$ cat src/rtl/mdg_pkg.sv
package mdg_pkg;
  typedef enum logic [2:0] {
    CMD_NOP      = 3'd0,
    CMD_CREATE   = 3'd1,
    CMD_ADD_MEM  = 3'd2,
    CMD_ADD_EDGE = 3'd3,
    CMD_ISSUE    = 3'd4,
    CMD_EXEC     = 3'd5
  } cmd_e;

  typedef enum logic [1:0] {
    ST_NONE  = 2'd0,
    ST_WAIT  = 2'd1,
    ST_PEND  = 2'd2,
    ST_READY = 2'd3
  } grp_state_e;
endpackage

$ cat src/rtl/mdg_alloc.sv
module mdg_alloc #(
  parameter int unsigned N    = 16,
  parameter int unsigned ID_W = $clog2(N + 1)
) (
  input  logic [N-1:0]    valid_i,
  output logic [ID_W-1:0] new_id_o
);
  // lowest free slot wins
  always_comb begin
    new_id_o = '0;
    for (int i = N - 1; i >= 0; i--) begin
      if (!valid_i[i]) new_id_o = ID_W'(i + 1);
    end
  end
endmodule

$ cat src/rtl/mdg_dec.sv
module mdg_dec import mdg_pkg::*; #(
  parameter int unsigned N     = 16,
  parameter int unsigned ID_W  = $clog2(N + 1),
  parameter int unsigned IDX_W = $clog2(N)
) (
  input  logic             clk_i,
  input  logic             rst_ni,
  input  cmd_e             cmd_i,
  input  logic [ID_W-1:0]  id_i,
  input  logic [ID_W-1:0]  dst_i,
  input  logic             data_i,
  input  logic [ID_W-1:0]  new_id_i,
  input  logic [N-1:0]     valid_i,
  input  logic [N-1:0]     can_iss_i,
  input  logic [N-1:0]     can_exe_i,
  input  logic [N-1:0]     has_succ_i,
  input  logic [N-1:0]     mem_full_i,
  input  logic [N-1:0]     pred_full_i,
  input  logic [N-1:0]     issuing_i,
  output logic [N-1:0]     create_o,
  output logic [N-1:0]     add_mem_o,
  output logic [N-1:0]     add_pred_o,
  output logic [N-1:0]     iss_o,
  output logic [N-1:0]     exe_o,
  output logic [N-1:0]     edge_iss_o,
  output logic [N-1:0]     src_oh_o,
  output logic             set_ord_o,
  output logic             set_dat_o,
  output logic [IDX_W-1:0] dst_idx_o,
  output logic             err_o
);
  function automatic logic [N-1:0] to_oh(input logic [ID_W-1:0] v);
    to_oh = '0;
    for (int i = 0; i < N; i++) begin
      if (v == ID_W'(i + 1)) to_oh[i] = 1'b1;
    end
  endfunction

  logic [N-1:0] src_oh, dst_oh, new_oh;
  logic         src_ok, dst_ok, src_iss, bad;
  logic         err_q;

  assign src_oh    = to_oh(id_i);
  assign dst_oh    = to_oh(dst_i);
  assign new_oh    = to_oh(new_id_i);
  assign src_ok    = |(src_oh & valid_i);
  assign dst_ok    = |(dst_oh & valid_i);
  assign src_iss   = |(src_oh & issuing_i);
  assign src_oh_o  = src_oh;
  assign dst_idx_o = IDX_W'(dst_i - ID_W'(1));

  always_comb begin
    create_o   = '0;
    add_mem_o  = '0;
    add_pred_o = '0;
    iss_o      = '0;
    exe_o      = '0;
    edge_iss_o = '0;
    set_ord_o  = 1'b0;
    set_dat_o  = 1'b0;
    bad        = 1'b0;
    case (cmd_i)
      CMD_NOP: ;
      CMD_CREATE: begin
        if (new_id_i == '0) bad = 1'b1;
        else create_o = new_oh;
      end
      CMD_ADD_MEM: begin
        if (!src_ok || |(src_oh & (has_succ_i | mem_full_i))) bad = 1'b1;
        else add_mem_o = src_oh;
      end
      CMD_ADD_EDGE: begin
        if (!src_ok || !dst_ok || src_oh == dst_oh || |(dst_oh & pred_full_i)) begin
          bad = 1'b1;
        end else if (data_i) begin
          add_pred_o = dst_oh;
          set_dat_o  = 1'b1;
          if (src_iss) edge_iss_o = dst_oh;
        end else if (!src_iss) begin
          add_pred_o = dst_oh;
          set_ord_o  = 1'b1;
        end
      end
      CMD_ISSUE: begin
        if (|(src_oh & can_iss_i)) iss_o = src_oh;
        else bad = 1'b1;
      end
      CMD_EXEC: begin
        if (|(src_oh & can_exe_i)) exe_o = src_oh;
        else bad = 1'b1;
      end
      default: bad = 1'b1;
    endcase
  end

  always_ff @(posedge clk_i or negedge rst_ni) begin
    if (!rst_ni) err_q <= 1'b0;
    else         err_q <= err_q | bad;
  end

  assign err_o = err_q;

  AST_ERR_STICKY: assert property (@(posedge clk_i) disable iff (!rst_ni)
    err_q |=> err_q);
  AST_ERR_ON_FULL_CREATE: assert property (@(posedge clk_i) disable iff (!rst_ni)
    (cmd_i == CMD_CREATE && valid_i == '1) |=> err_q);
endmodule

$ cat src/rtl/mdg_slot.sv
module mdg_slot import mdg_pkg::*; #(
  parameter int unsigned N     = 16,
  parameter int unsigned CNT_W = 4,
  parameter int unsigned CYC_W = 8,
  parameter int unsigned IDX_W = $clog2(N)
) (
  input  logic             clk_i,
  input  logic             rst_ni,
  input  logic             create_i,
  input  logic             add_mem_i,
  input  logic             add_pred_i,
  input  logic             iss_i,
  input  logic             exe_i,
  input  logic [CYC_W-1:0] lat_i,
  input  logic             ev_iss_i,
  input  logic             ev_fin_i,
  input  logic             ev_i2f_i,
  input  logic [CYC_W-1:0] crit_val_i,
  input  logic             tick_i,
  input  logic             set_ord_i,
  input  logic             set_dat_i,
  input  logic [IDX_W-1:0] succ_idx_i,
  input  logic [N-1:0]     clr_col_i,
  output logic             valid_o,
  output logic             issuing_o,
  output logic             can_iss_o,
  output logic             can_exe_o,
  output logic             has_succ_o,
  output logic             mem_full_o,
  output logic             pred_full_o,
  output logic             start_o,
  output logic             done_o,
  output logic [CYC_W-1:0] crit_mem_o,
  output logic [N-1:0]     ord_o,
  output logic [N-1:0]     dat_o,
  output logic [1:0]       state_o,
  output logic [CYC_W-1:0] crit_o
);
  localparam logic [CNT_W-1:0] C1 = CNT_W'(1);

  logic             valid_q;
  logic [CNT_W-1:0] n_pred_q, n_piss_q, n_pfin_q, n_mem_q, n_iss_q, n_exd_q;
  logic [CYC_W-1:0] crit_q, crit_mem_q, crit_d;
  logic [N-1:0]     ord_q, dat_q, ord_d, dat_d;
  logic [CNT_W:0]   pred_sum;
  logic [CNT_W-1:0] remaining;
  logic             waiting, pending, ready;

  assign pred_sum  = {1'b0, n_piss_q} + {1'b0, n_pfin_q};
  assign waiting   = {1'b0, n_pred_q} > pred_sum;
  assign pending   = (n_piss_q != '0) && (pred_sum == {1'b0, n_pred_q});
  assign ready     = n_pfin_q == n_pred_q;
  assign remaining = n_mem_q - n_exd_q;

  assign valid_o     = valid_q;
  assign issuing_o   = valid_q && (n_iss_q != '0) && (n_iss_q == remaining);
  assign can_iss_o   = valid_q && ready && (n_iss_q < remaining);
  assign can_exe_o   = valid_q && ready && (n_iss_q != '0);
  assign has_succ_o  = |{ord_q, dat_q};
  assign mem_full_o  = &n_mem_q;
  assign pred_full_o = &n_pred_q;
  assign start_o     = iss_i && ((n_iss_q + C1) == remaining);
  assign done_o      = exe_i && ((n_exd_q + C1) == n_mem_q);
  assign crit_mem_o  = (iss_i && lat_i > crit_mem_q) ? lat_i : crit_mem_q;
  assign ord_o       = ord_q;
  assign dat_o       = dat_q;
  assign crit_o      = valid_q ? crit_q : '0;

  always_comb begin
    if (!valid_q)     state_o = ST_NONE;
    else if (ready)   state_o = ST_READY;
    else if (pending) state_o = ST_PEND;
    else              state_o = ST_WAIT;
  end

  // tick decrement first, data-edge maximum second
  always_comb begin
    crit_d = crit_q;
    if (tick_i && waiting && crit_q != '0) crit_d = crit_q - CYC_W'(1);
    if (ev_iss_i && crit_val_i > crit_d) crit_d = crit_val_i;
  end

  always_comb begin
    ord_d = ord_q;
    dat_d = dat_q;
    if (set_ord_i) ord_d[succ_idx_i] = 1'b1;
    if (set_dat_i) dat_d[succ_idx_i] = 1'b1;
    ord_d = ord_d & ~clr_col_i;
    dat_d = dat_d & ~clr_col_i;
  end

  always_ff @(posedge clk_i or negedge rst_ni) begin
    if (!rst_ni) begin
      valid_q    <= 1'b0;
      n_pred_q   <= '0;
      n_piss_q   <= '0;
      n_pfin_q   <= '0;
      n_mem_q    <= '0;
      n_iss_q    <= '0;
      n_exd_q    <= '0;
      crit_q     <= '0;
      crit_mem_q <= '0;
      ord_q      <= '0;
      dat_q      <= '0;
    end else if (create_i) begin
      valid_q    <= 1'b1;
      n_pred_q   <= '0;
      n_piss_q   <= '0;
      n_pfin_q   <= '0;
      n_mem_q    <= '0;
      n_iss_q    <= '0;
      n_exd_q    <= '0;
      crit_q     <= '0;
      crit_mem_q <= '0;
      ord_q      <= '0;
      dat_q      <= '0;
    end else begin
      if (done_o) valid_q <= 1'b0;
      if (add_mem_i) n_mem_q <= n_mem_q + C1;
      if (add_pred_i) n_pred_q <= n_pred_q + C1;
      if (ev_iss_i)      n_piss_q <= n_piss_q + C1;
      else if (ev_i2f_i) n_piss_q <= n_piss_q - C1;
      if (ev_fin_i || ev_i2f_i) n_pfin_q <= n_pfin_q + C1;
      if (iss_i)      n_iss_q <= n_iss_q + C1;
      else if (exe_i) n_iss_q <= n_iss_q - C1;
      if (exe_i) n_exd_q <= n_exd_q + C1;
      if (done_o)     crit_mem_q <= '0;
      else if (iss_i) crit_mem_q <= crit_mem_o;
      crit_q <= crit_d;
      ord_q  <= ord_d;
      dat_q  <= dat_d;
    end
  end

  AST_PRED_BOUND: assert property (@(posedge clk_i) disable iff (!rst_ni)
    valid_q |-> (pred_sum <= {1'b0, n_pred_q}));
  AST_MEMBER_BOUND: assert property (@(posedge clk_i) disable iff (!rst_ni)
    valid_q |-> (({1'b0, n_iss_q} + {1'b0, n_exd_q}) <= {1'b0, n_mem_q}));
  AST_FREE_ON_DONE: assert property (@(posedge clk_i) disable iff (!rst_ni)
    done_o |=> !valid_q);
  AST_CRIT_TICK: assert property (@(posedge clk_i) disable iff (!rst_ni)
    (valid_q && !create_i && tick_i && waiting && crit_q != '0 && !ev_iss_i)
      |=> (crit_q == $past(crit_q) - CYC_W'(1)));
endmodule

$ cat src/rtl/mdg_tracker.sv
module mdg_tracker import mdg_pkg::*; #(
  parameter int unsigned N_GRP = 16,
  parameter int unsigned CNT_W = 4,
  parameter int unsigned CYC_W = 8,
  parameter int unsigned ID_W  = $clog2(N_GRP + 1),
  parameter int unsigned IDX_W = $clog2(N_GRP)
) (
  input  logic             clk_i,
  input  logic             rst_ni,
  input  logic [2:0]       cmd_i,
  input  logic [ID_W-1:0]  id_i,
  input  logic [ID_W-1:0]  dst_i,
  input  logic             edge_data_i,
  input  logic [CYC_W-1:0] lat_i,
  input  logic             tick_i,
  input  logic [ID_W-1:0]  qry_id_i,
  output logic [ID_W-1:0]  new_id_o,
  output logic [1:0]       state_o,
  output logic [CYC_W-1:0] crit_o,
  output logic             err_o
);
  cmd_e cmd;
  assign cmd = cmd_e'(cmd_i);

  logic [N_GRP-1:0] valid_v, issuing_v, can_iss_v, can_exe_v, has_succ_v;
  logic [N_GRP-1:0] mem_full_v, pred_full_v, start_v, done_v;
  logic [N_GRP-1:0] create_v, add_mem_v, add_pred_v, iss_v, exe_v, edge_iss_v, src_oh;
  logic [N_GRP-1:0] ev_iss, ev_fin, ev_i2f;
  logic [N_GRP-1:0] ord_m [N_GRP];
  logic [N_GRP-1:0] dat_m [N_GRP];
  logic [CYC_W-1:0] crit_mem_m [N_GRP];
  logic [CYC_W-1:0] crit_m [N_GRP];
  logic [1:0]       st_m [N_GRP];
  logic [CYC_W-1:0] crit_val;
  logic             set_ord, set_dat;
  logic [IDX_W-1:0] dst_idx, qslot, nslot;
  logic [ID_W-1:0]  new_id;
  logic             q_in_rng;

  mdg_alloc #(.N(N_GRP), .ID_W(ID_W)) u_alloc (
    .valid_i (valid_v),
    .new_id_o(new_id)
  );

  mdg_dec #(.N(N_GRP), .ID_W(ID_W), .IDX_W(IDX_W)) u_dec (
    .clk_i      (clk_i),
    .rst_ni     (rst_ni),
    .cmd_i      (cmd),
    .id_i       (id_i),
    .dst_i      (dst_i),
    .data_i     (edge_data_i),
    .new_id_i   (new_id),
    .valid_i    (valid_v),
    .can_iss_i  (can_iss_v),
    .can_exe_i  (can_exe_v),
    .has_succ_i (has_succ_v),
    .mem_full_i (mem_full_v),
    .pred_full_i(pred_full_v),
    .issuing_i  (issuing_v),
    .create_o   (create_v),
    .add_mem_o  (add_mem_v),
    .add_pred_o (add_pred_v),
    .iss_o      (iss_v),
    .exe_o      (exe_v),
    .edge_iss_o (edge_iss_v),
    .src_oh_o   (src_oh),
    .set_ord_o  (set_ord),
    .set_dat_o  (set_dat),
    .dst_idx_o  (dst_idx),
    .err_o      (err_o)
  );

  // fan source transitions out along successor vectors
  always_comb begin
    ev_fin   = '0;
    ev_iss   = edge_iss_v;
    ev_i2f   = '0;
    crit_val = '0;
    for (int i = 0; i < N_GRP; i++) begin
      if (src_oh[i]) crit_val = crit_val | crit_mem_m[i];
      for (int j = 0; j < N_GRP; j++) begin
        if (start_v[i] && ord_m[i][j]) ev_fin[j] = 1'b1;
        if (start_v[i] && dat_m[i][j]) ev_iss[j] = 1'b1;
        if (done_v[i]  && dat_m[i][j]) ev_i2f[j] = 1'b1;
      end
    end
  end

  for (genvar g = 0; g < N_GRP; g++) begin : g_slot
    mdg_slot #(.N(N_GRP), .CNT_W(CNT_W), .CYC_W(CYC_W), .IDX_W(IDX_W)) u_slot (
      .clk_i      (clk_i),
      .rst_ni     (rst_ni),
      .create_i   (create_v[g]),
      .add_mem_i  (add_mem_v[g]),
      .add_pred_i (add_pred_v[g]),
      .iss_i      (iss_v[g]),
      .exe_i      (exe_v[g]),
      .lat_i      (lat_i),
      .ev_iss_i   (ev_iss[g]),
      .ev_fin_i   (ev_fin[g]),
      .ev_i2f_i   (ev_i2f[g]),
      .crit_val_i (crit_val),
      .tick_i     (tick_i),
      .set_ord_i  (set_ord && src_oh[g]),
      .set_dat_i  (set_dat && src_oh[g]),
      .succ_idx_i (dst_idx),
      .clr_col_i  (done_v),
      .valid_o    (valid_v[g]),
      .issuing_o  (issuing_v[g]),
      .can_iss_o  (can_iss_v[g]),
      .can_exe_o  (can_exe_v[g]),
      .has_succ_o (has_succ_v[g]),
      .mem_full_o (mem_full_v[g]),
      .pred_full_o(pred_full_v[g]),
      .start_o    (start_v[g]),
      .done_o     (done_v[g]),
      .crit_mem_o (crit_mem_m[g]),
      .ord_o      (ord_m[g]),
      .dat_o      (dat_m[g]),
      .state_o    (st_m[g]),
      .crit_o     (crit_m[g])
    );
  end

  assign q_in_rng = (qry_id_i != '0) && (qry_id_i <= ID_W'(N_GRP));
  assign qslot    = IDX_W'(qry_id_i - ID_W'(1));
  assign nslot    = IDX_W'(new_id - ID_W'(1));
  assign state_o  = q_in_rng ? st_m[qslot] : 2'd0;
  assign crit_o   = q_in_rng ? crit_m[qslot] : '0;
  assign new_id_o = new_id;

  AST_NEW_ID_FREE: assert property (@(posedge clk_i) disable iff (!rst_ni)
    (new_id != '0) |-> !valid_v[nslot]);
  AST_CREATE_TAKES_ID: assert property (@(posedge clk_i) disable iff (!rst_ni)
    (cmd == CMD_CREATE && new_id != '0) |=> valid_v[$past(nslot)]);
  AST_ORDER_RELEASE: assert property (@(posedge clk_i) disable iff (!rst_ni)
    $onehot0(start_v | done_v));
endmodule

$ cat config.mk
export PLATFORM = sky130hd
export DESIGN_NAME = mdg_tracker
export DESIGN_NICKNAME = d
export VERILOG_FILES = /design/src/rtl/mdg_pkg.sv /design/src/rtl/mdg_alloc.sv /design/src/rtl/mdg_dec.sv /design/src/rtl/mdg_slot.sv /design/src/rtl/mdg_tracker.sv
export SDC_FILE = /design/constraint.sdc
export NUM_CORES = 2
export LEC_CHECK = 0
export BUFFER_PORTS_ARGS = -buffer_cell sky130_fd_sc_hd__buf_2
export CORE_MARGIN = 3
export CORE_UTILIZATION = 35
export CTS_CLUSTER_DIAMETER = 50
export DETAILED_ROUTE_END_ITERATION = 8
export PLACE_DENSITY = 0.47
export SYNTH_ARGS = -nofsm -noshare
export SYNTH_HDL_FRONTEND = slang
export SYNTH_SLANG_ARGS = --single-unit
$ cat constraint.sdc
create_clock -name clk_i -period 8.3 [get_ports clk_i]
set_clock_uncertainty 0.1 [all_clocks]
set_input_delay 1.66 -clock clk_i [delete_from_list [all_inputs] [get_ports clk_i]]
set_output_delay 1.66 -clock clk_i [all_outputs]
set_load 0.1 [all_outputs]
Yosys cells after proc, flatten, opt, wreduce, memory -nomap -nowiden
Index checks and enable logic that the tools add are counted.

Add/sub/neg operators: 178. Order comparisons: 68. Equal/unequal tests: 134. Muxes and demuxes: 1383. Bitwise operators: 90. Reduce and logical (&&, ||, !) cells: 1250.

Operator list (count): two-way mux 16 bit (80); two-way mux 8 bit (147); logical AND 1 bit (994); two-way mux 4 bit (224); two-way mux 1 bit (861); bitwise AND 16 bit (39); OR 16 bit (33); OR reduction 32 bit (16); adder 4 x 1 -> 4 bit (second input constant) (96); equality test 4 bit (64); > comparator 8 bit (32); nonzero test 2 bit (80); nonzero test 3 bit (48); subtractor 4 x 1 -> 4 bit (second input constant) (34); AND reduction 4 bit (32); nonzero test 4 bit (32); nonzero test 8 bit (16); subtractor 8 x 1 -> 8 bit (second input constant) (16); equality test 5 x 4 -> 1 bit (second input constant) (24); OR 8 bit (15); OR reduction 16 bit (7); two-way mux 2 bit (51); adder 4 x 4 -> 5 bit (16); equality test 5 x 4 -> 1 bit (16); other kinds (28) (130).

Register bits after elaboration: 1169. Bits of input ports: 30. Output and inout bits: 16. Logic and storage cells: 3280.

Depth between registers and ports, before layout
Word-level depth: 44. Depth in mapped cells: 35. Mapped depth without buffers: 29.

Hierarchy
From an unflattened synthesis, not the netlist that was laid out.

Cell total of the unflattened synthesis: 8766. Area total of the unflattened synthesis: 80926.4 sq um.

By module, submodules not included: mdg_slot at g_slot[0].u_slot ... (instances 13, cells an instance 467, area an instance 4468.0 sq um, seq. area each 1826.8 sq um); mdg_tracker (instances 1, cells an instance 780, area an instance 6331.1 sq um, seq. area each 0.0 sq um); mdg_slot at g_slot[15].u_slot (instances 1, cells an instance 495, area an instance 4628.2 sq um, seq. area each 1826.8 sq um); mdg_slot at g_slot[8].u_slot (instances 1, cells an instance 496, area an instance 4583.1 sq um, seq. area each 1826.8 sq um); mdg_slot at g_slot[9].u_slot (instances 1, cells an instance 486, area an instance 4541.9 sq um, seq. area each 1826.8 sq um); mdg_dec (instances 1, cells an instance 408, area an instance 2573.7 sq um, seq. area each 25.0 sq um); mdg_alloc (instances 1, cells an instance 30, area an instance 183.9 sq um, seq. area each 0.0 sq um).

Worst setup path before layout
No wires, ideal clock.

Path kind: input -> output. Start: input port qry_id_i[0]. End: output port crit_o[0]. Arrival time: 6.269 ns. Required time: 6.540 ns. Path slack: 0.271 ns. Cell stages on the path: 10. Path buffers: 5. Cells stage by stage: clkbuf_1 > inv_1 > clkbuf_1 > clkbuf_1 > ha_1 > xor2_1 > clkbuf_1 > buf_1 > a21oi_1 > a211oi_1.

Word-level cells in the longest chain between the ends: 6. Elaborated cells on any way between the ends: 9. Classes of those cells: add/sub: 1; order compare: 1; mux: 4; bitwise: 1; reduce/logical: 2.

Ends and longest elaborated chain: start, declared (line mdg_tracker.sv:16) `input logic [ID_W-1:0] qry_id_i,`; subtractor 4 x 1 -> 4 bit (line mdg_tracker.sv:126) `assign qslot = IDX_W'(qry_id_i - ID_W'(1));`; NOT 4 -> 5 bit (not written as such) (line mdg_tracker.sv:129) `assign crit_o = q_in_rng ? crit_m[qslot] : '0;`; binary-select mux 8 bit (select 4 bit) (line mdg_tracker.sv:129); two-way mux 8 bit (not written as such) (2 in a row) (line mdg_tracker.sv:129); two-way mux 8 bit * (line mdg_tracker.sv:129); end, declared (line mdg_tracker.sv:19) `output logic [CYC_W-1:0] crit_o,`.

Every way passes the cells marked *; elsewhere a longest branch is shown, timed or not. The select of a mux whose other input is x is not followed.

Worst setup path in the final report
Start: register g_slot[11].u_slot.n_mem_q[0]. End: register g_slot[11].u_slot.crit_q[3].

Word-level cells in the longest chain between the ends: 44. Elaborated cells on any way between the ends: 131. Classes of those cells: add/sub: 1; order compare: 2; eq/ne: 2; mux: 56; bitwise: 17; reduce/logical: 53.

Ends and longest elaborated chain: start, declared (line mdg_slot.sv:42) `logic [CNT_W-1:0] n_pred_q, n_piss_q, n_pfin_q, n_mem_q, n_iss_q, n_exd_q;`; start signal, assigned (line mdg_slot.sv:119) `if (add_mem_i) n_mem_q <= n_mem_q + C1;`; subtractor 4 bit * (line mdg_slot.sv:53) `assign remaining = n_mem_q - n_exd_q;`; less-than comparator 4 bit (line mdg_slot.sv:57) `assign can_iss_o = valid_q && ready && (n_iss_q < remaining);`; logical AND 1 bit (line mdg_slot.sv:57); bitwise AND 16 bit (line mdg_dec.sv:85) `if (|(src_oh & can_iss_i)) iss_o = src_oh;`; OR reduction 16 bit (line mdg_dec.sv:85); two-way mux 16 bit (line mdg_dec.sv:85); two-way mux 16 bit (line mdg_dec.sv:62) `case (cmd_i)`; logical AND 1 bit (line mdg_slot.sv:64) `assign crit_mem_o = (iss_i && lat_i > crit_mem_q) ? lat_i : crit_mem_q;`; [28 not listed]; OR 8 bit (line mdg_tracker.sv:80) `if (src_oh[i]) crit_val = crit_val | crit_mem_m[i];`; two-way mux 8 bit (line mdg_tracker.sv:80); OR 8 bit (line mdg_tracker.sv:80); two-way mux 8 bit (line mdg_tracker.sv:80); > comparator 8 bit (line mdg_slot.sv:80) `if (ev_iss_i && crit_val_i > crit_d) crit_d = crit_val_i;`; logical AND 1 bit (line mdg_slot.sv:80); two-way mux 8 bit * (line mdg_slot.sv:80); two-way mux 8 bit * (line mdg_slot.sv:105) `end else if (create_i) begin`; end signal, assigned (line mdg_slot.sv:129) `crit_q <= crit_d;`; end, declared (line mdg_slot.sv:43) `logic [CYC_W-1:0] crit_q, crit_mem_q, crit_d;`.

Every way passes the cells marked *; elsewhere a longest branch is shown, timed or not. A chain may end at the register's enable or synchronous reset.

==> results.toml <==
[synth]
synthFlopType = "dfrtp_1"
ys_warn_count = 0
syn-cell-area_mm2 = 0.0832
postSynthNetCount = 10200
synthArstFlopShare_pct = 100
synth-seq-cells = 1169
synthDistinctLibCells = 109
syn_inst = 9480
yosysSeqAreaShare_pct = 35.2
syn_area_per_cell_um2 = 8.78
synth-edff-count = 0

[clock_tree]
clk_pin_slew_worst_paths_ns = 0.06
holdBufCountCts = 0
cts_tree = "yes"
h-tree-depth = 4
cts_inserted_buffers = 199
root_buffer = "clkbuf_16"
clock_sinks = 1169
clk_latency_ns = 0.88
clock_path_buffers = 3

[die]
core_area_mm2 = 0.236
initial_core_util_pct = 35.3
row_count = 178
die_w_um = 494
boundaryPins = 46
fp.dieH_um = 494
die_area_mm2 = 0.244

[drt]
wirelength_mm = 513
drtPass1Iterations = 7
vias = 85600
drcViolationCount = 0
antenna_left = 0
wl_per_cell_um = 39.3
vias_per_cell = 6.57
drt_iter0_drc = 12000

[power]
pwr_density_cell_mw_per_mm2 = 208
max-vdd-ir-drop_uv = 284
leakage_uw = 0.0447

[global_route]
grt_max_degree = 143
track_usage_pct = 41.0
antenna_found_initial = 91
grt_pass1_vias = 80400
grt_pass1_wl_mm = 696
overflow = 0

[layout]
fin_nets = 10400
fillerInstances = 23500
fin_util_pct = 41.1
area_growth_pct = 16.6
drive_gt1_share_pct = 12.2
fin_area_mm2 = 0.0970

[placement]
gp_congestion = 1.07
place_ws_ns = -0.882
postPlaceCellArea_mm2 = 0.0899
portBuffers = 45
place_hpwl_mm = 383

[setup_path]
timing.rr.end = "g_slot[11].u_slot.crit_q[3]"
crit_path_end_kind = "flop"
cp.required_ns = 8.88
start_kind = "flop"
r2r_start = "g_slot[11].u_slot.n_mem_q[0]"
crit_path_start = "g_slot[11].u_slot.n_mem_q[0]"
worst-r2r-setup-slack_ns = 0.32
crit_type = "reg2reg"
crit_fanout = 14
critPathCapture = "g_slot[11].u_slot.crit_q[3]"
worstRegToRegCells = 27
crit_arrival_ns = 8.56

[sta]
final.setup.tns_ns = 0
slew_violations = 18
finalCritPeriodShare_pct = 96.2
hold_viol_final = 0
rsz0062_at_grt = "no"
layout_min_cycle_time_ns = 7.98
tightestPinTransition_ns = 1.68
fin_ws_ns = 0.315
setup_viol = 0
slew_headroom_pct = -12.9
max_freq_mhz = 125

[flow_run]
cap_violations = 4

[status]
status = "finished with violations"
violations = "capacitance limit, slew limit"

[min_path]
min_path_type = "reg2reg"
[area by class of cell]
type	count	area (um2)	area share (%)
Timing Repair Buffer	591	4710	4.86
Inverter	475	1780	1.84
Multi-Input combinational cell	7238	50300	51.8
Clock buffer	256	5500	5.67
Tap cell	3150	3940	4.06
Clock inverter	118	1450	1.50
Antenna cell	31	77.6	0.0800
Sequential cell	1169	29300	30.2
[cell usage after synthesis, types with 28 or more instances]
master | number | area [um2]
dfrtp_1 | 1169 | 29300
nand2b_1 | 59 | 369
or3_1 | 50 | 313
o22ai_1 | 32 | 200
a22o_1 | 53 | 464
o21ai_0 | 300 | 1500
and2_1 | 41 | 257
buf_2 | 84 | 420
nor2_1 | 672 | 2520
and4_1 | 28 | 245
nor4_1 | 228 | 1430
xor2_1 | 259 | 2270
mux2_2 | 41 | 462
fa_1 | 48 | 961
a21oi_1 | 819 | 4100
ha_1 | 658 | 8230
a222oi_1 | 30 | 300
mux2i_1 | 191 | 1910
a221oi_1 | 61 | 534
a221o_1 | 29 | 290
a211oi_1 | 161 | 1210
inv_1 | 474 | 1780
o21a_1 | 84 | 631
nand4_1 | 204 | 1280
nor2b_1 | 122 | 763
nand3_1 | 410 | 2050
xnor2_1 | 307 | 2690
a21o_1 | 165 | 1240
nand2_1 | 544 | 2040
a311oi_1 | 34 | 298
o31ai_1 | 47 | 353
a22oi_1 | 149 | 1120
or2_2 | 43 | 269
clkbuf_1 | 451 | 1690
and3_1 | 218 | 1360
nor3_1 | 636 | 3180
buf_1 | 41 | 154
a31oi_1 | 73 | 457
[placed cells by master (no fill, tap or decap), types with 258 or more instances in the layout]
cell type  count
dfrtp_1     1169
xnor2_1      306
a21oi_1      815
inv_1        474
buf_4        527
nand3_1      410
xor2_1       258
ha_1         657
nor2_1       645
o21ai_0      297
nand2_1      541
nor3_1       621
[cell families after synthesis]
group                    after synthesis  share of synthesized area [%]
multiplexers                         241                           3.09
AO/OA/AOI/OAI                       2284                           18.0
XOR/XNOR                             583                           6.42
buffers and inverters               1073                           5.09
adder cells (fa/ha/maj)              706                           11.1
flip-flops                          1169                           35.2
AND/OR/NAND/NOR                     3424                           21.2
[stage by stage]
stage / std cells / hold WS [ns] / power [uW]
floorplan: 9480 / 0.386 / 9280
global placement: 12600 / 0.408 / 11200
detailed placement: 12600 / 0.416 / 11300
CTS: 13000 / 0.425 / 20100
global route: 13000 / 0.450 / 20900
finish: 13000 / 0.425 / 20100
[power breakdown]
group,switching (uW),internal [uW],total (uW)
registers,496,6030,6530
clock network,3380,5400,8780
logic,3130,1690,4820
total,7010,13100,20100
[critical path, cell delays in order, from the launching register on]
cell	delay, ns
dfrtp_1	0.43
inv_1	0.10
ha_1	0.14
inv_1	0.05
fa_1	0.52
inv_1	0.05
ha_1	0.28
nor2b_1	0.13
o21a_1	0.16
o21ai_0	0.54
a32oi_1	0.24
and4_2	0.51
a21boi_1	0.23
buf_4	0.24
mux2_2	0.38
a2111oi_1	0.63
o211ai_1	0.36
nor4_4	0.35
buf_12	0.18
inv_1	0.22
buf_4	0.26
ha_1	0.30
nand3_1	0.09
o21ai_0	0.17
o31a_1	0.17
nand2_1	0.28
nor4_1	0.51
a211oi_1	0.10
[state kept, by name, indices dropped and copies added, names as in the netlist, 128 cells and up]
signal                    count
g_slot.u_slot.ord_o         256
g_slot.u_slot.dat_o         256
g_slot.u_slot.crit_q        128
g_slot.u_slot.crit_mem_q    128
[what timing repair did]
item                       in CTS  in global routing
pin swaps                       1                  0
setup endpoints to repair      99                 35
setup buffers                   1                  1
resized for setup               1                  5
[worst min path at each step]
stage                                         startpoint                             end  slack (ns)  cells after the start
final                     g_slot[0].u_slot.crit_mem_q[6]  g_slot[0].u_slot.crit_mem_q[6]        0.43                      2
after global routing      g_slot[0].u_slot.crit_mem_q[6]  g_slot[0].u_slot.crit_mem_q[6]        0.45                      2
after CTS                 g_slot[0].u_slot.crit_mem_q[6]  g_slot[0].u_slot.crit_mem_q[6]        0.43                      2
after detailed placement  g_slot[6].u_slot.crit_mem_q[2]  g_slot[6].u_slot.crit_mem_q[2]        0.42                      2
after global placement    g_slot[6].u_slot.crit_mem_q[6]  g_slot[6].u_slot.crit_mem_q[6]        0.41                      2
after floorplan              g_slot[15].u_slot.ord_o[15]     g_slot[15].u_slot.ord_o[15]        0.39                      2
[layer usage]
layer / GRT usage [%] / wire [um]
met3: 14.4 / 62000
met4: 26.8 / 41200
met5: 0 / 376
met2: 56.9 / 204000
met1: 53.6 / 205000
No activity file was read; power rests on OpenSTA's default activity.
